### src/rtl/dgrp_pkg.sv
// Shared constants for the decode grouper.
// Assumes byte addressing and a fetch chunk whose size is a power of two.
package dgrp_pkg;
    localparam int CHUNK_LG = 4;   // log2 of the fetch chunk size in bytes
    localparam int LEN_W    = 4;   // width of an instruction length field
endpackage

### src/rtl/dgrp_lane_chunk.sv
// Computes the chunk index that owns one instruction record: the chunk
// holding its last byte. A record that crosses a chunk boundary therefore
// belongs to the later chunk.
// Assumes len is 1 or more; a zero length is not produced upstream.
module dgrp_lane_chunk #(
    parameter int AW = 16,
    localparam int KW = AW - dgrp_pkg::CHUNK_LG
) (
    input  logic [AW-1:0]              addr,
    input  logic [dgrp_pkg::LEN_W-1:0] len,
    output logic [KW-1:0]              chunk
);
    logic [AW-1:0] last_byte;

    // last byte address of the record, then its chunk index
    always_comb begin
        last_byte = addr + AW'(len) - AW'(1);
        chunk     = last_byte[AW-1:dgrp_pkg::CHUNK_LG];
    end
endmodule

### src/rtl/dgrp_group_select.sv
// Chooses how many oldest pending records join this cycle's decode group.
// A lane joins when all older lanes joined, it is valid, it shares lane 0's
// chunk, and no older lane is a taken branch. Lane 0 joins whenever valid.
// Assumes valid lanes form a contiguous run starting at lane 0.
module dgrp_group_select #(
    parameter int W  = 4,
    parameter int KW = 12,
    localparam int CW = $clog2(W + 1)
) (
    input  logic [W-1:0]         vld,
    input  logic [W-1:0][KW-1:0] chunk,
    input  logic [W-1:0]         brt,
    output logic [CW-1:0]        take,
    output logic [W-1:0]         mask,
    output logic                 ends_loop
);
    // join chain across lanes, then population count
    always_comb begin
        mask    = '0;
        mask[0] = vld[0];
        for (int i = 1; i < W; i++) begin
            mask[i] = mask[i-1] & vld[i] & (chunk[i] == chunk[0]) & ~brt[i-1];
        end
        take = '0;
        for (int i = 0; i < W; i++) begin
            take = take + CW'(mask[i]);
        end
        ends_loop = |(mask & brt);
    end
endmodule

### src/rtl/dgrp_iter_counter.sv
// Counts cycles between groups that close a loop. It reports the count,
// first and last cycle included, with a one-cycle done pulse.
// Assumes IW is wide enough for the longest loop; the counter saturates.
module dgrp_iter_counter #(
    parameter int IW = 12
) (
    input  logic          clk,
    input  logic          rst_n,
    input  logic          wrap,
    output logic [IW-1:0] iter_cyc,
    output logic          iter_done
);
    logic [IW-1:0] run_q;

    // running cycle count, latched and cleared when a loop closes
    always_ff @(posedge clk) begin
        if (!rst_n) begin
            run_q     <= '0;
            iter_cyc  <= '0;
            iter_done <= 1'b0;
        end else begin
            iter_done <= wrap;
            if (wrap) begin
                iter_cyc <= run_q + IW'(1);
                run_q    <= '0;
            end else if (run_q != {IW{1'b1}}) begin
                run_q <= run_q + IW'(1);
            end
        end
    end
endmodule

### src/rtl/decode_grouper.sv
// Top of the decode grouper. Each cycle it consumes up to W oldest records
// that lie in one 16-byte chunk and do not follow a taken branch. It then
// registers the group as a count and a slot mask, and times loop iterations.
// Assumes the producer shifts unconsumed records down to lane 0 each cycle.
module decode_grouper #(
    parameter int W  = 4,
    parameter int AW = 16,
    parameter int IW = 12,
    localparam int CW = $clog2(W + 1),
    localparam int KW = AW - dgrp_pkg::CHUNK_LG
) (
    input  logic                              clk,
    input  logic                              rst_n,
    input  logic [W-1:0]                      in_vld,
    input  logic [W-1:0][AW-1:0]              in_addr,
    input  logic [W-1:0][dgrp_pkg::LEN_W-1:0] in_len,
    input  logic [W-1:0]                      in_brt,
    output logic [CW-1:0]                     in_take,
    output logic [CW-1:0]                     grp_cnt,
    output logic [W-1:0]                      grp_mask,
    output logic [IW-1:0]                     iter_cyc,
    output logic                              iter_done
);
    logic [W-1:0][KW-1:0] lane_chunk;
    logic [W-1:0]         sel_mask;
    logic                 sel_ends;

    for (genvar g = 0; g < W; g++) begin : g_lane
        dgrp_lane_chunk #(.AW(AW)) u_chunk (
            .addr  (in_addr[g]),
            .len   (in_len[g]),
            .chunk (lane_chunk[g])
        );
    end

    dgrp_group_select #(.W(W), .KW(KW)) u_sel (
        .vld       (in_vld),
        .chunk     (lane_chunk),
        .brt       (in_brt),
        .take      (in_take),
        .mask      (sel_mask),
        .ends_loop (sel_ends)
    );

    // register the group decoded this cycle onto the outputs
    always_ff @(posedge clk) begin
        if (!rst_n) begin
            grp_cnt  <= '0;
            grp_mask <= '0;
        end else begin
            grp_cnt  <= in_take;
            grp_mask <= sel_mask;
        end
    end

    dgrp_iter_counter #(.IW(IW)) u_iter (
        .clk       (clk),
        .rst_n     (rst_n),
        .wrap      (sel_ends),
        .iter_cyc  (iter_cyc),
        .iter_done (iter_done)
    );
endmodule

### config.mk
export PLATFORM = sky130hd
export DESIGN_NAME = decode_grouper
export DESIGN_NICKNAME = d
export VERILOG_FILES = /design/src/rtl/dgrp_pkg.sv /design/src/rtl/dgrp_lane_chunk.sv /design/src/rtl/dgrp_group_select.sv /design/src/rtl/dgrp_iter_counter.sv /design/src/rtl/decode_grouper.sv
export SDC_FILE = /design/constraint.sdc
export NUM_CORES = 1
export LEC_CHECK = 0
export CORE_MARGIN = 2
export CORE_UTILIZATION = 29
export DETAILED_ROUTE_END_ITERATION = 7
export DONT_BUFFER_PORTS = 1
export PLACE_DENSITY = 0.44
export SLEW_MARGIN = 20
export SYNTH_ARGS = -nofsm -noshare
export SYNTH_HDL_FRONTEND = slang
export SYNTH_SLANG_ARGS = --single-unit
### constraint.sdc
create_clock -name clk -period 3.9 [get_ports clk]
set_input_delay 0.195 -clock clk [delete_from_list [all_inputs] [get_ports clk]]
set_output_delay 0.195 -clock clk [all_outputs]
set_load 0.03 [all_outputs]
==> metrics.txt, run 1 <==
DP HPWL 11730 um; first-pass GRT wire length 22050 um; CORE AREA 16580 um^2; RePlAce Congestion 0.8589; post-route ant nets 0; initial antenna violation count 0; register bit count reported by yosys 32; initial drt markers 147; Netlist cell types 79; CP startpoint in_addr[3]; Synth Flop Type dfxtp_1; Async SR Flop Fraction 0%; initial core utilization 29.61%; Tcrit/Tclk final 105.1%; ant diodes 0; FILL cells 1738; max_cap viols 0; total CTS buffers 5; Final Hold Fails 0; # port buffers 0; most frequent cells in the layout inv_1 (97), buf_4 (79), ha_1 (63); # clock sinks 32; setup violators final 2; synth-to-layout area growth 29.17%; die area 17990 um^2; reg2reg setup slack 2.00 ns; vias in the first global route 4495; worst path required time 3.70 ns; PnR Total Power 1841 uW; worst min-delay path class input port to register; # rows 47; Final WS setup -0.1972 ns; Power Density 290.2 nW/um^2; vias post-DR 4517; clock root buffer clkbuf_16; Tot GR Track Use 14.84%; Die Span Y 134.1 um; number of flops mapped to enable cells by yosys 0; Worst VDD drop 0.2440 mV; failing checks setup timing; num ports 113; largest net degree at the start of global routing 42; # DRC 0; critical path class input port to output pin; Post-Syn Area per Cell 8.011 um^2; Longest Clk Path Bufs 2; worst slew pin tran 0.7061 ns; Cell Area, Synth 4911 um^2; maximum achievable frequency 0.2441 GHz; Die Wd 134.1 um; worst setup path endpoint in_take[1]; largest fanout on the critical path 4; Clock Skew 0.003959 ns; CTS tree built; syn nets 771; synth warn 0; R2R Path End u_iter.run_q[1]$_SDFFE_PP0P_; final number of max-transition violations 0; layout cell share with drive strength beyond 1 22.84%; fin nets 854; LEAKAGE 0.003104 uW; Avg WL per Cell 15.07 um; commonest non-fill, non-tap cell in the layout inv_1; GRT overflow 0; crit path time final 4.097 ns; Worst Path Arrival 3.90 ns; RSZ-0062 raised after global routing yes; fin area 6344 um^2; CP Launch Type input port; Vias/cell 4.931; Post-Place Cell Area 5796 um^2; clk_lat worst skew 0.26 ns; final wirelength 13800 um; drt pass-1 iters 4; clk slew on worst S/H paths 0.05 ns; FF-to-FF path depth 6; H-tree depth 2; status finished with violations; CTS Hold Bufs 0; register area share after synthesis 13.04%; crit end category output pin; reg-to-reg startpoint u_iter.run_q[0]$_SDFFE_PP0P_; Post-Syn Instances 613; slew margin rel. 52.49%
## metrics by stage
stage          hold slack [ns]  setup TNS (ns)  util [%]  setup slack [ns]  instances
5_1_grt                0.05136         -0.8791     38.25           -0.3787        916
6_report               0.05262         -0.3069     38.25           -0.1972        916
3_5_place_dp            0.3201          -1.713     34.95           -0.3824        892
2_1_floorplan           0.3167         -0.1978         -           -0.1014        613
3_3_place_gp            0.3180          -1.497     34.95           -0.3509        892
4_1_cts                0.04415         -0.4196     36.14           -0.2468        904
## cell families (layout without fill, tap and decap cells)
logic type,Yosys count,in the layout,synth area share [%]
buffers and inverters,115,198,9.019
AOI/OAI and AO/OA,148,148,23.19
DFF,32,32,13.04
adders and majority gates,68,68,17.32
xor gates and xnor gates,82,82,17.02
and+or+nand+nor,151,151,16.66
muxes,17,17,3.745
## state kept, by name, indices dropped and copies added, names as in the netlist
signal,cells
grp_mask,4
u_iter.iter_done,1
grp_cnt,3
u_iter.iter_cyc,12
u_iter.run_q,12
## how the worst min path moves through the flow
| stage | slack, ns | start | endpoint | cells past startpoint |
|---|---|---|---|---|
| final | 0.05 | in_vld[0] | grp_mask[0]$_SDFF_PN0_ | 1 |
| after global routing | 0.05 | in_vld[0] | grp_mask[0]$_SDFF_PN0_ | 1 |
| after CTS | 0.04 | in_vld[0] | grp_mask[0]$_SDFF_PN0_ | 1 |
| after detailed placement | 0.32 | in_vld[0] | grp_mask[0]$_SDFF_PN0_ | 1 |
| after global placement | 0.32 | in_vld[0] | grp_mask[0]$_SDFF_PN0_ | 1 |
| after floorplan | 0.32 | in_vld[0] | grp_mask[0]$_SDFF_PN0_ | 1 |
## where the power goes
group	total (uW)	leakage (uW)	internal [uW]	switching, uW
clock	350	0.0000667	231	119
combinational	1150	0.00278	583	565
sequential	343	0.000259	333	9.68
## critical path: stages
cell and delay, ns:
inv_1 0.02, ha_1 0.28, inv_2 0.04, ha_4 0.25, or2_4 0.14, a21oi_4 0.09, buf_6 0.12, o32a_4 0.39
a211oi_4 0.21, buf_6 0.16, xor2_4 0.17, mux2_4 0.20, nand4_4 0.11, nor4_4 0.33, ha_1 0.32, xor2_2 0.20
ha_4 0.16, a21o_1 0.18, ha_4 0.33
## layout make-up
cell class	count	area, um^2	area share [%]
tap	220	275.3	4.339
sequential	32	640.6	10.10
multi-input combinational	466	4173	65.78
inverter	102	397.9	6.272
clock buffer	6	128.9	2.032
clock inverter	1	5.005	0.07890
timing repair buffer	89	723.2	11.40
## metal layers
metal | part of all wire, % | GRT usage [%]
met1 | 46 | 19.35
met2 | 48 | 26.75
met3 | 4.9 | 2.230
met4 | 0.28 | 1.579
met5 | 0 | 0
## repair_timing
item / 4_1_cts / 5_1_grt
setup buffers: 5 / 13
endpoints found under the setup margin: 5 / 6
pin swaps: 11 / 24
gates cloned: 0 / 0
gates resized for setup: 5 / 48
## cell usage after synthesis (all sizes together), types with 2 or more instances
master	n	area (um^2)
ha	68	850.8
nand2	46	180.2
xnor2	53	471.7
or2	5	33.78
a211oi	10	100.1
a31o	4	35.04
o21ai	20	100.1
buf	5	30.02
o211ai	6	45.04
a211o	4	35.03
nor4	4	46.29
nor2	17	63.81
a22oi	2	28.78
nor3	8	40.04
xor2	21	183.9
dfxtp	32	640.6
and3	6	37.54
mux2i	16	172.7
o221ai	3	26.28
and2	12	75.08
nand2b	6	37.54
a21o	14	105.1
o21bai	3	22.52
a311oi	3	43.80
a31oi	6	37.54
o21a	6	45.04
a41oi	4	35.03
a21oi	32	163.9
o211a	10	100.1
nand4b	2	17.52
and2b	2	15.01
and4	4	35.03
xnor3	8	180.2
clkbuf	8	30.03
nor4b	2	17.52
nand4	8	56.30
nand3	18	90.09
a2111oi	4	61.31
nor2b	7	43.79
o31ai	3	22.52
inv	102	382.9
(Power assumes the default switching activity.)
==> inputs of run 2 (changes only) <==
Settings changed: SYNTH_HIERARCHICAL from default to 1.
==> run 2 against run 1 <==
Against the previous run: the run still ends with setup timing left; clock-buffer cell count rose by 1; routed wire length down 0.59%; worst setup slack better by 0.063 ns; area after synthesis rose by 1.4%; core utilization shrank 0.70 points; final cell count up 5.2%; power fell by 2.5%; sequential cell count did not move; highest routed layer is now met5.
==> metrics.txt, run 2 <==
status finished with violations; failing checks setup timing; max_cap viols 0 (unchanged); crit path time final 4.034 ns (-0.06270 ns); Regs by FF count u_iter/iter_cyc (12), u_iter/run_q (12), grp_mask (4); clock root buffer clkbuf_16; vias in the first global route 4744 (+5.5%); LEAKAGE 0.002894 uW (-6.8%); Cell Area, Synth 4977 um^2 (+1.4%); Netlist cell types 55 (-30%); register bit count reported by yosys 32 (unchanged); R2R Path End u_iter/run_q[0]$_SDFFE_PP0P_; crit-path cells inv_8 > ha_4 > inv_2 > ha_4 > nand3_4 > o31ai_4 > a21o_1 > a21oi_2 > or3_4 > buf_12 > xor2_1 > nor4_1 > nand4_1 > nor3_4 > fa_1 > ha_2 > ha_4; Hold EP grp_mask[1]$_SDFF_PN0_; initial drt markers 129 (-12%); Die Span Y 135.0 um (+0.65%); Hold WS 0.04711 ns (-0.005507 ns); fin cells 964 (+5.2%); largest area contributor in the netlist ha_1; critical path class input port to output pin; Post-Syn Area per Cell 7.485 um^2 (-6.6%); top cell type's share of synthesized area 16.84% (-0.48 points); die area 18230 um^2 (+1.3%); Clock Skew 0.002660 ns (-0.001299 ns); GRT overflow 0 (unchanged); DP Cell Count 951 (+6.6%); FF-to-FF path depth 5 (-1); Switching Fraction 37.48% (-0.21 points); Commonest cells post-synth inv_1 (108), ha_1 (67), xnor2_1 (64); DP HPWL 11800 um (+0.57%); met2 Track Usage GR 27.07% (+0.32 points); Worst Path Arrival 3.84 ns (-0.06 ns); worst min-delay path class input port to register; most frequent cells in the layout inv_1 (105), buf_4 (87), ha_1 (60); clk slew on worst S/H paths 0.05 ns (about the same); proportion of power drawn by the clock network 21.9% (+2.9 points); cell with the most instances after synthesis inv_1; syn nets 823 (+6.7%); RePlAce Congestion 0.8456 (-1.5%); CP bufs+invs 3 (-1); layout cell share with drive strength beyond 1 21.64% (-1.2 points); first-pass GRT wire length 22370 um (+1.5%); grt met3 use 3.003% (+0.77 points); register area share after synthesis 12.87% (-0.17 points); ant diodes 0 (unchanged); Tot GR Track Use 14.83% (-0.015 points); CTS tree built; busiest grt layer met2; Die Wd 135.0 um (+0.65%); Longest Clk Path Bufs 2 (unchanged); drt pass-1 iters 4 (unchanged); total CTS buffers 5 (unchanged); Final WS setup -0.1345 ns (+0.06270 ns); PnR Total Power 1795 uW (-2.5%); combinational power share 58.1% (-4.3 points); RSZ-0062 raised after global routing yes; initial antenna violation count 1 (+1); CP delay by family, top adder cells; Vias/cell 4.894 (-0.75%); num ports 113 (unchanged); largest net degree at the start of global routing 20 (-52%); # DRC 0 (unchanged); pre-CTS WS -0.3382 ns (+0.04420 ns); Pint 1122 uW (-2.2%); initial core utilization 29.80% (+0.19 points); met1 Use GR 18.40% (-0.94 points); reg2reg setup slack 2.19 ns (+0.19 ns); Final Hold Fails 0 (unchanged); synth-to-layout area growth 25.99%; number of flops mapped to enable cells by yosys 0 (unchanged); post-route ant nets 0 (unchanged); H-tree depth 2 (unchanged); power share of the sequential group 20.1% (+1.5 points); crit path max-delay cell type fa_1; Avg WL per Cell 14.23 um (-5.5%); Tcrit/Tclk final 103.4% (-1.6 points); Largest stage delay, worst path 0.46 ns (+0.07 ns); maximum achievable frequency 0.2479 GHz (+1.6%); # port buffers 0 (unchanged); CORE AREA 16700 um^2 (+0.71%); final number of max-transition violations 0 (unchanged); slew margin rel. 74.99% (+22 points); # clock sinks 32 (unchanged); synth warn 6 (+6); fin nets 902 (+5.6%); # rows 47 (unchanged); final wirelength 13720 um (-0.59%); Power Density 286.2 nW/um^2 (-1.4%); Worst VDD drop 0.2099 mV (-14%); P_sw 672.7 uW (-3.0%); setup violators final 3 (+1); Synth Flop Type dfxtp_1; vias post-DR 4718 (+4.4%); Most common cell on crit path ha_4; min-delay src rst_n; worst slew pin tran 0.3738 ns (-0.3323 ns); CP Launch Type input port; largest fanout on the critical path 5 (+1); reg-to-reg startpoint u_iter/run_q[0]$_SDFFE_PP0P_; clk_lat worst skew 0.27 ns (about the same); most area-consuming cells after synthesis ha_1 (17%), dfxtp_1 (13%), xnor2_1 (11%); commonest non-fill, non-tap cell in the layout inv_1; Async SR Flop Fraction 0% (unchanged); Post-Syn Instances 665 (+8.5%); worst hold stages 1 (unchanged); crit end category output pin; worst path required time 3.70 ns (about the same)
==> run 2: worst max-delay path by stage <==
| stage | start | to | slack (ns) | cells past startpoint |
|---|---|---|---|---|
| global placement | in_addr[3] | in_take[1] | -0.27 | 16 |
| finish | in_addr[3] | in_take[1] | -0.13 | 17 |
| floorplan | in_addr[3] | in_take[1] | 0.002 | 17 |
| CTS | in_addr[3] | in_take[1] | -0.14 | 17 |
| global route | in_addr[3] | in_take[1] | -0.28 | 18 |
| detailed placement | in_addr[3] | in_take[1] | -0.34 | 16 |
==> run 2: kinds of logic after synthesis <==
group | after synthesis | share of synthesized area, %
AO/OA/AOI/OAI | 155 | 21.17
XOR/XNOR | 87 | 15.31
adder cells (fa/ha/maj) | 68 | 17.24
buffers and inverters | 126 | 10.41
flip-flops | 32 | 12.87
multiplexers | 8 | 1.609
AND/OR/NAND/NOR | 189 | 21.39
==> run 2: worst reg2reg max path, stage by stage (launching register included) <==
cell and delay, ns:
dfxtp_1 0.42, ha_1 0.24, and3_1 0.29, nand4_2 0.32
xnor2_1 0.27, nor2_1 0.06
==> run 2: power groups by stage <==
stage               clock network, uW  registers (uW)  logic, uW
floorplan                           0             364        666
global placement                    0             366        946
detailed placement                  0             367        956
CTS                               403             360       1020
global route                      414             361       1150
finish                            393             360       1040
==> run 2: cell type report <==
type	instances	area [um^2]
tap	220	275.3
timing repair buffer	90	713.2
multi-input combinational	507	4071
fill	1769	10430
sequential	32	640.6
inverter	108	417.9
clock buffer	7	152.6
==> run 2: stage by stage <==
step                      TNS [ns]  instance area (um^2)  utilization, %
final                      -0.2424                  6271           37.55
after global placement      -1.262                  5808           34.78
after global routing       -0.6696                  6271           37.55
after CTS                  -0.2682                  6178           36.99
after detailed placement    -1.650                  5808           34.78
after floorplan                  0                  4990               -
==> run 2: what timing repair did <==
action | in CTS | in global routing
gates resized for setup | 34 | 16
setup endpoints to repair | 4 | 5
pin swaps | 21 | 17
hold endpoints to repair | 0 | 0
setup buffers | 5 | 1
gates cloned | 0 | 0
hold buffers | 0 | 0
==> run 2: layer usage <==
metal / part of all wire (%) / routed length, um / vias to the layer above
met5: 0.095 / 13 / -
met4: 0.66 / 90 / 2
met3: 5.8 / 802 / 9
met2: 49 / 6683 / 97
met1: 45 / 6130 / 2167
li1: - / - / 2443
==> inputs of run 3 (changes only) <==
Settings changed: CELL_PAD_IN_SITES_DETAIL_PLACEMENT from default to 0, CELL_PAD_IN_SITES_GLOBAL_PLACEMENT from default to 1, PLACE_DENSITY 0.44 to 0.57.
==> run 3 against run 2 <==
Against the previous run: clock power about the same; sequential power about the same; the flow still finishes with violations (setup timing); highest routed layer unchanged; sequential cell count unchanged; core utilization increased by 0.61 points.
==> metrics.txt, run 3 (synthesis results as in run 2) <==
most frequent cells in the layout inv_1 (104), buf_4 (96), xnor2_1 (60), ha_1 (60), a21oi_1 (47); vias in the first global route 4788 (+0.93%); status finished with violations; worst min-delay path class input port to register; final wirelength 13940 um (+1.6%); DP HPWL 11960 um (+1.4%); crit path time final 4.052 ns (+0.01769 ns); DP Cell Count 959 (+0.84%); RePlAce Congestion 0.8577 (+1.4%); Longest Clk Path Bufs 2 (unchanged); R2R Path End u_iter/run_q[1]$_SDFFE_PP0P_; die area 18230 um^2 (unchanged); worst setup path endpoint in_take[1]; Avg WL per Cell 14.30 um (+0.48%); Die Span Y 135.0 um (unchanged); # clock sinks 32 (unchanged); slew margin rel. 75.53% (+0.54 points); total CTS buffers 5 (unchanged); # rows 47 (unchanged); fin cells 975 (+1.1%); failing checks setup timing; CORE AREA 16700 um^2 (unchanged); largest net degree at the start of global routing 20 (unchanged); crit end category output pin; layout cell share with drive strength beyond 1 22.94% (+1.3 points); reg2reg setup slack 2.24 ns (+0.05 ns); Clock Skew 0.003893 ns (+0.001233 ns); initial antenna violation count 2 (+1); FF-to-FF path depth 5 (unchanged); synth-to-layout area growth 28.05%; Final WS setup -0.1522 ns (-0.01769 ns); Power Density 286.9 nW/um^2 (+0.25%); Worst Path Arrival 3.86 ns (+0.02 ns); drt pass-1 iters 4 (unchanged); maximum achievable frequency 0.2468 GHz (-0.44%); initial core utilization 29.80% (unchanged); critical path class input port to output pin; clock root buffer clkbuf_16; CP startpoint in_len[3]; Tot GR Track Use 15.24% (+0.41 points); LEAKAGE 0.002942 uW (+1.7%); RSZ-0062 raised after global routing yes; Tcrit/Tclk final 103.9% (+0.45 points); reg-to-reg startpoint u_iter/run_q[0]$_SDFFE_PP0P_; Vias/cell 4.846 (-0.98%); commonest non-fill, non-tap cell in the layout inv_1; max_cap viols 0 (unchanged); # port buffers 0 (unchanged); Final Hold Fails 0 (unchanged); GRT overflow 0 (unchanged); worst path required time 3.70 ns (about the same); vias post-DR 4725 (+0.15%); Worst VDD drop 0.2559 mV (+22%); setup_tns -0.2936 ns (-0.05117 ns); # DRC 0 (unchanged); clk_lat worst skew 0.27 ns (about the same); Regs by FF count u_iter/iter_cyc (12), u_iter/run_q (12), grp_mask (4); clk slew on worst S/H paths 0.05 ns (about the same); Die Wd 135.0 um (unchanged); worst slew pin tran 0.3665 ns (-0.007235 ns); CTS tree built; initial drt markers 217 (+68%); final number of max-transition violations 0 (unchanged); num ports 113 (unchanged); largest fanout on the critical path 5 (unchanged); fin nets 912 (+1.1%); post-route ant nets 0 (unchanged); Hold WS 0.04285 ns (-0.004269 ns); first-pass GRT wire length 22930 um (+2.5%); H-tree depth 2 (unchanged); pre-CTS WS -0.3861 ns (-0.04786 ns); CP Launch Type input port; setup violators final 3 (unchanged)
## run 3: changes by cell type in the layout (fill, tap and decap cells not counted), moves of 2 or more
cell     change
nor2_1       +2
buf_4        +9
o21ai_1      -2
a31oi_2      +2
## run 3: how the worst min path moves through the flow
stage / startpoint / endpoint / slack [ns] / depth (start not counted)
6_report: rst_n / grp_mask[3]$_SDFF_PN0_ / 0.04 / 1
5_1_grt: rst_n / u_iter/iter_cyc[0]$_SDFFE_PN0P_ / 0.04 / 1
4_1_cts: rst_n / grp_mask[3]$_SDFF_PN0_ / 0.04 / 1
3_5_place_dp: rst_n / grp_mask[3]$_SDFF_PN0_ / 0.32 / 1
3_3_place_gp: rst_n / grp_mask[1]$_SDFF_PN0_ / 0.32 / 1
2_1_floorplan: rst_n / grp_cnt[0]$_SDFF_PN0_ / 0.32 / 1
## run 3: power by group
group          internal [uW]  switching [uW]  leakage [uW]  total, uW
sequential               337            22.2      0.000260        360
combinational            540             536       0.00261       1080
clock                    267             126     0.0000760        393
## run 3: repair_timing
action	4_1_cts	5_1_grt
buffers inserted	4	4
hold buffers	0	0
endpoints found under the hold margin	0	0
pin swaps	23	22
setup endpoints to repair	5	6
gates resized for setup	34	19
## run 3: through the flow
step / utilization, % / total power (uW) / area (um^2)
floorplan: - / 1030 / 4990
global placement: 35.06 / 1334 / 5856
detailed placement: 35.06 / 1338 / 5856
CTS: 37.35 / 1803 / 6237
global route: 38.15 / 1971 / 6371
finish: 38.16 / 1828 / 6374
## run 3: worst max-delay path: stages
cell and delay (ns):
inv_8 0.01, ha_4 0.26, inv_4 0.03, ha_4 0.25, buf_12 0.13, a21oi_4 0.14
o32ai_2 0.10, a21o_1 0.21, and4b_1 0.19, or3_4 0.40, buf_12 0.14, xor2_1 0.15
nor4_1 0.19, nand4_1 0.21, nor3_4 0.26, fa_1 0.46, ha_2 0.20, ha_4 0.32
## run 3: cell type report
type	instances	area, um^2
Inverter	108	422.9
Sequential cell	32	640.6
Timing Repair Buffer	100	792.0
Clock buffer	7	152.6
Tap cell	220	275.3
Antenna cell	1	2.502
Fill cell	1737	10330
Multi-Input combinational cell	507	4088
## run 3: layer usage
| layer | vias up | GRT usage (%) | part of all wire, % |
|---|---|---|---|
| li1 | 2469 | - | - |
| met5 | - | 0 | 0.11 |
| met1 | 2148 | 19.57 | 47 |
| met3 | 10 | 3.153 | 5.4 |
| met2 | 96 | 27.04 | 47 |
| met4 | 2 | 1.794 | 0.48 |
